File: config.mk
export PLATFORM = sky130hd
export DESIGN_NAME = brtest_unit
export DESIGN_NICKNAME = d
export VERILOG_FILES = /design/src/rtl/brtest_pkg.sv /design/src/rtl/brtest_decode.sv /design/src/rtl/brtest_cond.sv /design/src/rtl/brtest_target.sv /design/src/rtl/brtest_unit.sv
export SDC_FILE = /design/constraint.sdc
export NUM_CORES = 1
export LEC_CHECK = 0
export BUFFER_PORTS_ARGS = -buffer_cell sky130_fd_sc_hd__buf_2
export CAP_MARGIN = 20
export CORE_MARGIN = 2
export CORE_UTILIZATION = 45
export CTS_BUF_LIST = sky130_fd_sc_hd__clkbuf_8
export CTS_CLUSTER_SIZE = 10
export DETAILED_ROUTE_END_ITERATION = 10
export GPL_TIMING_DRIVEN = 1
export PLACE_DENSITY = 0.83
export SETUP_SLACK_MARGIN = 0.5
export SYNTH_ARGS = -nofsm -noshare
export SYNTH_HDL_FRONTEND = slang
export SYNTH_SLANG_ARGS = --single-unit
File: constraint.sdc
create_clock -name clk -period 4.23 [get_ports clk]
set_input_delay 1.0575 -clock clk [delete_from_list [all_inputs] [get_ports clk]]
set_output_delay 1.0575 -clock clk [all_outputs]
set_load 0.03 [all_outputs]
File: src/rtl/brtest_pkg.sv
package brtest_pkg;

    // Bit positions within the status word.
    localparam int FLG_SIGN  = 0;
    localparam int FLG_CARRY = 1;
    localparam int FLG_ZERO  = 2;
    localparam int FLG_OVF   = 3;
    localparam int FLG_ICB   = 4;

    typedef enum logic [1:0] {
        BK_NONE  = 2'd0,
        BK_TRUE  = 2'd1,
        BK_FALSE = 2'd2,
        BK_ISAR  = 2'd3
    } br_kind_e;

endpackage

File: src/rtl/brtest_decode.sv
module brtest_decode
    import brtest_pkg::*;
(
    input  logic [7:0] opcode,
    output br_kind_e   kind,
    output logic [3:0] mask
);
    always_comb begin
        kind = BK_NONE;
        mask = 4'd0;
        if (opcode[7:4] == 4'h9) begin
            kind = BK_FALSE;
            mask = opcode[3:0];
        end else if (opcode == 8'h8F) begin
            kind = BK_ISAR;
        end else if (opcode[7:3] == 5'b10000) begin
            kind = BK_TRUE;
            mask = {1'b0, opcode[2:0]};
        end
    end
endmodule

File: src/rtl/brtest_cond.sv
module brtest_cond
    import brtest_pkg::*;
(
    input  br_kind_e   kind,
    input  logic [3:0] mask,
    input  logic [4:0] status,
    input  logic [5:0] isar,
    output logic       taken
);
    logic [3:0] sel;

    // The interrupt-control bit is never part of a test.
    assign sel = status[FLG_OVF:FLG_SIGN] & mask;

    always_comb begin
        unique case (kind)
            BK_TRUE:  taken = (sel != 4'd0);
            BK_FALSE: taken = (sel == 4'd0);
            BK_ISAR:  taken = (isar[2:0] != 3'b111);
            default:  taken = 1'b0;
        endcase
    end
endmodule

File: src/rtl/brtest_target.sv
module brtest_target #(
    parameter int PC_W   = 16,
    parameter int DISP_W = 8
) (
    input  logic [PC_W-1:0]   pc,
    input  logic [DISP_W-1:0] disp,
    input  logic              hit,
    input  logic              taken,
    output logic [PC_W-1:0]   next_pc
);
    localparam int EXT_W = PC_W - DISP_W;

    logic [PC_W-1:0] disp_ext;
    logic [PC_W-1:0] jump_pc;
    logic [PC_W-1:0] skip_pc;

    generate
        if (EXT_W > 0) begin : g_ext
            assign disp_ext = {{EXT_W{disp[DISP_W-1]}}, disp};
        end else begin : g_trunc
            assign disp_ext = disp[PC_W-1:0];
        end
    endgenerate

    assign jump_pc = pc + disp_ext;
    assign skip_pc = pc + PC_W'(1);

    always_comb begin
        if (!hit)       next_pc = pc;
        else if (taken) next_pc = jump_pc;
        else            next_pc = skip_pc;
    end
endmodule

File: src/rtl/brtest_unit.sv
module brtest_unit
    import brtest_pkg::*;
#(
    parameter int PC_W         = 16,
    parameter int DISP_W       = 8,
    parameter int TAKEN_CYCLES = 4,
    parameter int SKIP_CYCLES  = 3,
    localparam int CYC_MAX     = (TAKEN_CYCLES > SKIP_CYCLES) ? TAKEN_CYCLES : SKIP_CYCLES,
    localparam int CYC_W       = $clog2(CYC_MAX + 1)
) (
    input  logic              clk,
    input  logic              rst_n,
    input  logic              req_valid,
    input  logic [7:0]        req_opcode,
    input  logic [DISP_W-1:0] req_disp,
    input  logic [4:0]        req_status,
    input  logic [5:0]        req_isar,
    input  logic [PC_W-1:0]   req_pc,
    output logic              res_valid,
    output logic              res_hit,
    output logic              res_taken,
    output logic [PC_W-1:0]   res_next_pc,
    output logic [CYC_W-1:0]  res_cycles
);
    typedef struct packed {
        logic             vld;
        logic             hit;
        logic             taken;
        logic [PC_W-1:0]  npc;
        logic [CYC_W-1:0] cyc;
    } res_t;

    br_kind_e        kind;
    logic [3:0]      mask;
    logic            cond_taken;
    logic            hit;
    logic [PC_W-1:0] tgt_pc;
    res_t            st_d, st_q;

    brtest_decode u_decode (
        .opcode (req_opcode),
        .kind   (kind),
        .mask   (mask)
    );

    brtest_cond u_cond (
        .kind   (kind),
        .mask   (mask),
        .status (req_status),
        .isar   (req_isar),
        .taken  (cond_taken)
    );

    assign hit = (kind != BK_NONE);

    brtest_target #(.PC_W(PC_W), .DISP_W(DISP_W)) u_target (
        .pc      (req_pc),
        .disp    (req_disp),
        .hit     (hit),
        .taken   (cond_taken),
        .next_pc (tgt_pc)
    );

    always_comb begin
        st_d     = st_q;
        st_d.vld = req_valid;
        if (req_valid) begin
            st_d.hit   = hit;
            st_d.taken = cond_taken;
            st_d.npc   = tgt_pc;
            if (!hit)            st_d.cyc = '0;
            else if (cond_taken) st_d.cyc = CYC_W'(TAKEN_CYCLES);
            else                 st_d.cyc = CYC_W'(SKIP_CYCLES);
        end
    end

    always_ff @(posedge clk) begin
        if (!rst_n) st_q <= '0;
        else        st_q <= st_d;
    end

    assign res_valid   = st_q.vld;
    assign res_hit     = st_q.hit;
    assign res_taken   = st_q.taken;
    assign res_next_pc = st_q.npc;
    assign res_cycles  = st_q.cyc;

    a_r2_valid_latency: assert property (@(posedge clk) disable iff (!rst_n)
        res_valid == $past(req_valid));

    a_r11_hold_idle: assert property (@(posedge clk) disable iff (!rst_n)
        !$past(req_valid) |-> ($stable(res_next_pc) && $stable(res_taken) && $stable(res_cycles)));

    a_r5_never_80: assert property (@(posedge clk) disable iff (!rst_n)
        $past(req_valid && req_opcode == 8'h80) |-> (res_hit && !res_taken));

    a_r5_always_90: assert property (@(posedge clk) disable iff (!rst_n)
        $past(req_valid && req_opcode == 8'h90) |-> (res_hit && res_taken));

    a_r8_skip_target: assert property (@(posedge clk) disable iff (!rst_n)
        (res_valid && res_hit && !res_taken) |-> (res_next_pc == $past(req_pc) + PC_W'(1)));

    a_r10_quiet_other: assert property (@(posedge clk) disable iff (!rst_n)
        (res_valid && !res_hit) |-> (!res_taken && res_cycles == '0 && res_next_pc == $past(req_pc)));
endmodule

# == Word level (Yosys, flattened, before mapping) ==
# Cells that the tools add are included.
# op_classes
add_sub_neg,2
n_eq_ne,7
mux,11
bitwise,1
n_reduce_logical,3
# ops
cell,count
16-bit two-way mux,2
"16-bit by 1-bit adder with 16-bit output, second input constant",1
16-bit adder,1
3-bit two-way mux,3
"8-bit equality test, second input constant",1
4-bit two-way mux,2
"5-bit equality test, second input constant",1
4-bit bitwise AND,1
"2-bit equality test, second input constant",2
"4-bit equality test, second input constant",1
4-bit zero test,1
2-bit two-way mux,2
4-bit nonzero test,1
"3-bit inequality test, second input constant",1
1-bit one-hot mux with 3 select lines,1
"2-bit by 1-bit equality test with 1-bit output, second input constant",1
2-bit nonzero test,1
1-bit two-way mux,1
# totals
ff_bits,22
inputBits,46
output_inout_bits,22
word_cells,29

# == Longest topological paths before layout ==
# Gate-level depths: netlist of the first run.
# logic_depth
word_depth,9
ltp_mapped,15

# == Modules after synthesis ==
# From an unflattened synthesis of the first run, not the netlist that was laid out.
# unflattened
hier_cells,220
hier_area_um2,1913.1
# modules_own_cells
module,n_inst,cells_per_inst,area_each_um2,seq_area_each_um2
brtest_target,1,127,925.9,0.0
brtest_unit,1,73,824.5,420.4
brtest_decode,1,12,101.3,0.0
brtest_cond,1,8,61.3,0.0

# == Worst setup path before layout of the first run ==
# OpenSTA, ideal clock, no wires.
# synth_path
kind,input to register
from,in req_opcode[5]
to,reg st_q (netlist bit res_next_pc[12])
t_arrival_ns,3.961
required_ns,4.159
path_slack_ns,0.198
path_stages,14
n_path_buf,1
cell_sequence,or3b_1 buf_2 o211a_1 a31oi_4 nor2_1 and2_1 ha_1 nor2b_1 o21a_1 o21ai_1 a211oi_1 o41ai_1 mux2_2 a21oi_1
# synth_via
elab_chain_len,9
# synth_lines
item,line,text
from (decl),brtest_unit.sv:14,"input logic [7:0] req_opcode,"
5-bit equality test,brtest_decode.sv:16,end else if (opcode[7:3] == 5'b10000) begin
3-bit two-way mux,brtest_decode.sv:16,
4-bit two-way mux,brtest_decode.sv:14,end else if (opcode == 8'h8F) begin
4-bit two-way mux,brtest_decode.sv:11,if (opcode[7:4] == 4'h9) begin
4-bit bitwise AND,brtest_cond.sv:13,assign sel = status[FLG_OVF:FLG_SIGN] & mask;
4-bit zero test or 4-bit nonzero test (tied branches),"brtest_cond.sv:18, brtest_cond.sv:17",
1-bit one-hot mux with 3 select lines,brtest_cond.sv:16,unique case (kind)
16-bit two-way mux,brtest_target.sv:30,else if (taken) next_pc = jump_pc;
16-bit two-way mux *,brtest_target.sv:29,if (!hit) next_pc = pc;
to (signal assigned),brtest_unit.sv:79,else st_q <= st_d;
to (decl),brtest_unit.sv:38,"res_t st_d, st_q;"
# Every way passes the cells marked *; elsewhere a longest branch is shown, timed or not.
# A chain may end at the register's enable or synchronous reset.

# == Worst setup path after layout of the first run ==
# layout_path
from,in req_opcode[0]
to,reg st_q (netlist bit res_next_pc[14])
# layout_via
elab_chain_len,8
# layout_lines
item,line
8-bit equality test or 3-bit two-way mux (tied branches),"brtest_decode.sv:14, brtest_decode.sv:16"
4-bit two-way mux,brtest_decode.sv:14
4-bit two-way mux,brtest_decode.sv:11
4-bit bitwise AND,brtest_cond.sv:13
4-bit zero test or 4-bit nonzero test (tied branches),"brtest_cond.sv:18, brtest_cond.sv:17"
1-bit one-hot mux with 3 select lines,brtest_cond.sv:16
16-bit two-way mux,brtest_target.sv:30
16-bit two-way mux *,brtest_target.sv:29
# Marked as above.

==> results.cfg, run 1 <==
[timing]
drv_slew = 0
min_period_ns = 3.87
fin_setup_tns_ns = 0
fin_crit_sh_pct = 91.5
relSlewSlack_pct = 52.8
layout_setup_ws_ns = 0.360
worst_slew_pin_slew_ns = 0.708
rsz0062_at_grt = yes
finalClockSkew_ns = 0
timing.fmax_mhz = 258
finalSetupViolCount = 0
timing.hold.ws_ns = 0.464
hold_violations = 0

[setup_path]
crit_required_ns = 4.43
rr_worst_depth = 3
crit_start = req_opcode[0]
path_common_cell = buf_6
ff2ff_setup_slack_ns = 3.45
cp.arrival_ns = 4.07
endpoint_kind = flop
cp_slowest_cell = a222oi_1
r2r_end = res_next_pc[13]
cp-endpoint = res_next_pc[14]
max_stage_delay_ns = 0.41
critPathLaunchType = primary input
path_cells = buf_6, a222oi_1, o211a_1, a31oi_4, buf_6, nor2_4, and2_4, ha_4, nor2b_2, o21a_1, o21ai_2, a211oi_2, buf_4, o32ai_4, mux2_4, a21oi_2
cp_max_fo = 5
r2r_start = res_next_pc[13]
critPathKind = in -> reg

[place]
portBuffers = 63
gp_congestion = 0.834
placedCellCount = 333
pre_cts_ws_ns = -0.0922
dpl.hpwl_um = 3710
place_area_um2 = 2170

[cts]
postCtsHoldBufs = 0
clk_pin_slew_worst_paths_ns = 0.08
clock_path_buffers = 2
numCtsBuffers = 3
clkLatencyLatePin_ns = 0.26
htree_num_levels = 1
cts_root_buffer = clkbuf_8
clkSinkCount = 21
cts_tree = yes

[yosys]
ys_ff_latch = 21
synthCells = 220
synth_top_cells_by_count = a21oi_1, dfxtp_1, nor2_1, nand2_1, ha_1
ys_types = 47
synth_top_family_by_area = compound AO/OA/AOI/OAI gates
syn_avg_cell_area_um2 = 7.76
ys_warn_count = 0
ys.flop_type = dfxtp_1
synth_area_leaders = dfxtp_1, ha_1, a21oi_1
synthMuxAreaShare_pct = 3.08
synth_top_area_cell = dfxtp_1
synth_xor_area_share_pct = 3.08
synth_fa_ha_area_share_pct = 12.2
synth_compound_area_share_pct = 30.0
ys_seq_area_share_pct = 24.6
syn_area_um2 = 1710
synth_nets = 282
synth_simple_gate_area_share_pct = 22.1
async_flop_share_pct = 0
yosysTopAreaCellShare_pct = 24.6
yosysMostFrequentCell = a21oi_1
synth_enable_flop_cells = 0

[grt]
overflow = 0
antenna_found_initial = 0
grt_pass1_wl_um = 8110
grt_usage_pct = 23.8
first_global_vias = 1846
grt_max_degree = 32

[flow_run]
cap_violations = 0

[layout]
area_growth_pct = 44.3
num-fill-cells = 277
final_net_count = 359
drive_above_1_share_pct = 42.2
diodes = 0
post-route-util_pct = 67.3
finalNonFillerCells = 344
final_cell_area_um2 = 2460

[routing]
ant_nets = 0
initialDrtViolationCount = 90
firstDrtPassIters = 4
vias_per_cell = 5.78
num_vias = 1988
remaining_drc_errors = 0
routed_wl_um = 5200
wl_per_cell_um = 15.1

[floorplanning]
die_area_um2 = 4300
rows = 22
die_h_um = 65.6
boundaryPins = 68
die_x_um = 65.6
core_area_um2 = 3660
start_util_pct = 46.7

[power_and_ir_drop]
p_per_area_nw_per_um2 = 214
vdd_drop_max_uv = 136
p_leak_nw = 1.15
total_power_mw = 0.528

[worst_hold_path]
hold_class = reg -> reg

[run_status]
outcome = finished clean
what timing repair did:
action,CTS,global route
resized for setup,23,12
pin swaps,17,7
setup endpoints to repair,10,10
setup buffers,5,2
per-layer routing:
layer  GRT usage, %  wire [um]  vias to the layer above
met1           30.8       2230                      928
met3          0.856        300                       16
met5              0          0                        -
met2           42.6       2520                       79
met4           7.55        148                        0
li1               -          -                      965
state kept, by name (all words and copies together) (netlist names):
| signal | flops |
|---|---|
| res_cycles | 2 |
| res_hit | 1 |
| res_next_pc | 16 |
| res_taken | 1 |
| res_valid | 1 |
layout make-up:
cell class	count	area [um^2]	area share, %
inverters	8	30.0	1.22
repair buffers	83	482	19.5
flip-flops and latches	21	420	17.1
multi-input cells	180	1430	57.9
clock inverters	1	5.00	0.203
clock buffers	3	41.3	1.68
well taps	48	60.1	2.44
worst max-delay path, delay by kind of cell:
| family | cells | cell delay, ns |
|---|---|---|
| and+or+nand+nor | 3 | 0.51 |
| adders and majority gates | 1 | 0.20 |
| AOI/OAI and AO/OA | 8 | 1.54 |
| muxes | 1 | 0.33 |
| buffers and inverters | 3 | 0.41 |
worst min path at each step:
stage	start	to	slack [ns]	depth (start not counted)
after global routing	res_hit	res_hit	0.50	2
final	res_next_pc[15]	res_next_pc[15]	0.46	2
after floorplan	res_next_pc[15]	res_next_pc[15]	0.59	2
after CTS	res_next_pc[15]	res_next_pc[15]	0.47	2
after global placement	res_next_pc[15]	res_next_pc[15]	0.45	2
after detailed placement	res_next_pc[15]	res_next_pc[15]	0.46	2
cell usage in the layout (no fill, tap or decap), types with 5 or more instances in the layout:
cell type / n
a21oi_1: 20
buf_2: 61
inv_1: 6
buf_4: 19
o21ai_0: 9
nand3_1: 6
nand2_1: 15
and3_1: 5
nor3_1: 5
ha_1: 9
dfxtp_1: 21
ha_4: 6
nor2_1: 18
kinds of logic after synthesis:
| group | Yosys count |
|---|---|
| compound gates | 76 |
| xor+xnor | 6 |
| fa+ha+maj | 16 |
| buf+inv | 19 |
| flops | 21 |
| mux | 5 |
| simple gates | 77 |
power by group:
| part | internal, mW | total (mW) | switching [mW] | leakage, nW |
|---|---|---|---|---|
| registers | 0.209 | 0.215 | 0.00533 | 0.173 |
| clock network | 0.0657 | 0.130 | 0.0647 | 0.0255 |
| logic | 0.0768 | 0.183 | 0.106 | 0.951 |
(Power assumes the default switching activity.)
==> run 2, diff against run 1 <==
CORE_MARGIN = default   (was 2)
clock period = 3.15 ns   (was 4.23 ns; I/O delays follow)
==> run 2 against run 1 <==
Against the previous run:
- the flow now finishes with violations (negative setup slack)
- flip-flop and latch count is the same
- clock power grew 52%
- utilization increased by 9.9 points
- worst setup slack lost 0.86 ns
- cell count grew 9.3%
- global-route usage increased by 5.8 points
- routed wire length rose by 31%
- combinational power increased by 65%
- count of clock-buffer cells in the layout unchanged
- largest cell class unchanged
==> results.cfg, run 2 (synthesized netlist as in run 1, its figures left out) <==
[run_status]
outcome = finished with violations
violations = negative setup slack

[floorplanning]
rows = 22
start_util_pct = 46.7
die_x_um = 63.6
die_h_um = 63.6
core_area_um2 = 3660
die_area_um2 = 4050
boundaryPins = 68

[power_and_ir_drop]
total_power_mw = 0.787
p_per_area_nw_per_um2 = 278
vdd_drop_max_uv = 177
p_leak_nw = 1.33

[timing]
finalClockSkew_ns = 0
rsz0062_at_grt = yes
timing.hold.ws_ns = 0.467
fin_setup_tns_ns = -4.76
finalSetupViolCount = 13
hold_violations = 0
layout_setup_ws_ns = -0.496
worst_slew_pin_slew_ns = 0.680
drv_slew = 0
fin_crit_sh_pct = 116
relSlewSlack_pct = 54.5
min_period_ns = 3.65
timing.fmax_mhz = 274

[flow_run]
cap_violations = 0

[setup_path]
endpoint_kind = flop
r2r_end = res_next_pc[3]
cp.arrival_ns = 3.85
critPathLaunchType = primary input
critPathKind = in -> reg
rr_worst_depth = 2
cp_max_fo = 2
r2r_start = res_next_pc[3]
ff2ff_setup_slack_ns = 2.33
crit_required_ns = 3.35

[place]
portBuffers = 63
placedCellCount = 362
gp_congestion = 0.912
place_area_um2 = 2380
pre_cts_ws_ns = -0.861
dpl.hpwl_um = 3930

[worst_hold_path]
min_from = res_hit
min_path_cells = 2
hold_class = reg -> reg
hold_end = res_hit

[cts]
clock_path_buffers = 2
clkSinkCount = 21
postCtsHoldBufs = 0
cts_root_buffer = clkbuf_8
clkLatencyLatePin_ns = 0.27
cts_tree = yes
clk_pin_slew_worst_paths_ns = 0.09
htree_num_levels = 1
numCtsBuffers = 3

[grt]
grt_usage_pct = 29.6
first_global_vias = 2173
grt_max_degree = 31
antenna_found_initial = 0
overflow = 0
grt_pass1_wl_um = 9520

[routing]
vias_per_cell = 6.03
met2WireLength_um = 3570
wl_per_cell_um = 18.1
drt-met1-wl_um = 2510
remaining_drc_errors = 0
ant_nets = 0
num_vias = 2267
initialDrtViolationCount = 155
highest_layer = met4
dr_wl_met3_um = 433
routed_wl_um = 6820
firstDrtPassIters = 4

[layout]
layout_common_cells = buf_2, buf_4, dfxtp_1
final_cell_area_um2 = 2830
area_growth_pct = 65.6
final_common_cell = buf_2
largest_reg_flops = 16
drive_above_1_share_pct = 51.8
num-fill-cells = 245
finalNonFillerCells = 376
post-route-util_pct = 77.2
final_net_count = 391
diodes = 0
==> run 2: cell count changes in the layout (fill, tap and decap cells not counted), moves of 3 or more <==
cell    previous run  this run
buf_4             19        42
buf_6              3        13
nor3_1             5         8
nor3_2             4         1
==> run 2: layout make-up <==
type	count	area [um^2]	share of cell area, %
repair buffers	115	762	26.9
flip-flops and latches	21	420	14.9
clock buffers	3	41.3	1.46
clock inverters	1	5.00	0.177
well taps	48	60.1	2.12
inverters	8	30.0	1.06
multi-input cells	180	1510	53.4
==> run 2: critical path, stage by stage <==
cell	delay [ns]
buf_6	0.09
or3b_4	0.40
o211a_4	0.27
a31oi_4	0.16
or3_4	0.17
ha_4	0.14
inv_2	0.04
fa_2	0.37
nor2b_2	0.16
o21a_2	0.21
o21ai_4	0.09
buf_6	0.14
a211oi_4	0.22
nor3_1	0.06
or3b_1	0.40
a21oi_2	0.14
==> run 2: routing by layer <==
metal / GRT usage, % / vias to the layer above
li1: - / 1031
met1: 33.2 / 1065
met2: 55.3 / 138
met3: 4.53 / 33
met4: 10.8 / 0
met5: 0 / -
==> run 2: report_power, final <==
part	total (mW)	switching (mW)	internal (mW)
clock network	0.197	0.108	0.0887
registers	0.288	0.00717	0.281
logic	0.302	0.166	0.136
==> run 2: worst max-delay path by stage <==
stage,from,end,cells after the start
after global routing,req_status[0],res_next_pc[14],16
after floorplan,req_opcode[6],res_next_pc[12],14
after global placement,req_opcode[0],res_next_pc[12],15
final,req_opcode[6],res_next_pc[8],16
after CTS,req_opcode[6],res_next_pc[8],16
after detailed placement,req_opcode[0],res_next_pc[12],15
==> run 2: what timing repair did <==
| action | 4_1_cts | 5_1_grt |
|---|---|---|
| setup buffers | 7 | 3 |
| endpoints found under the setup margin | 15 | 15 |
| gates resized for setup | 19 | 42 |
| pin swaps | 19 | 24 |
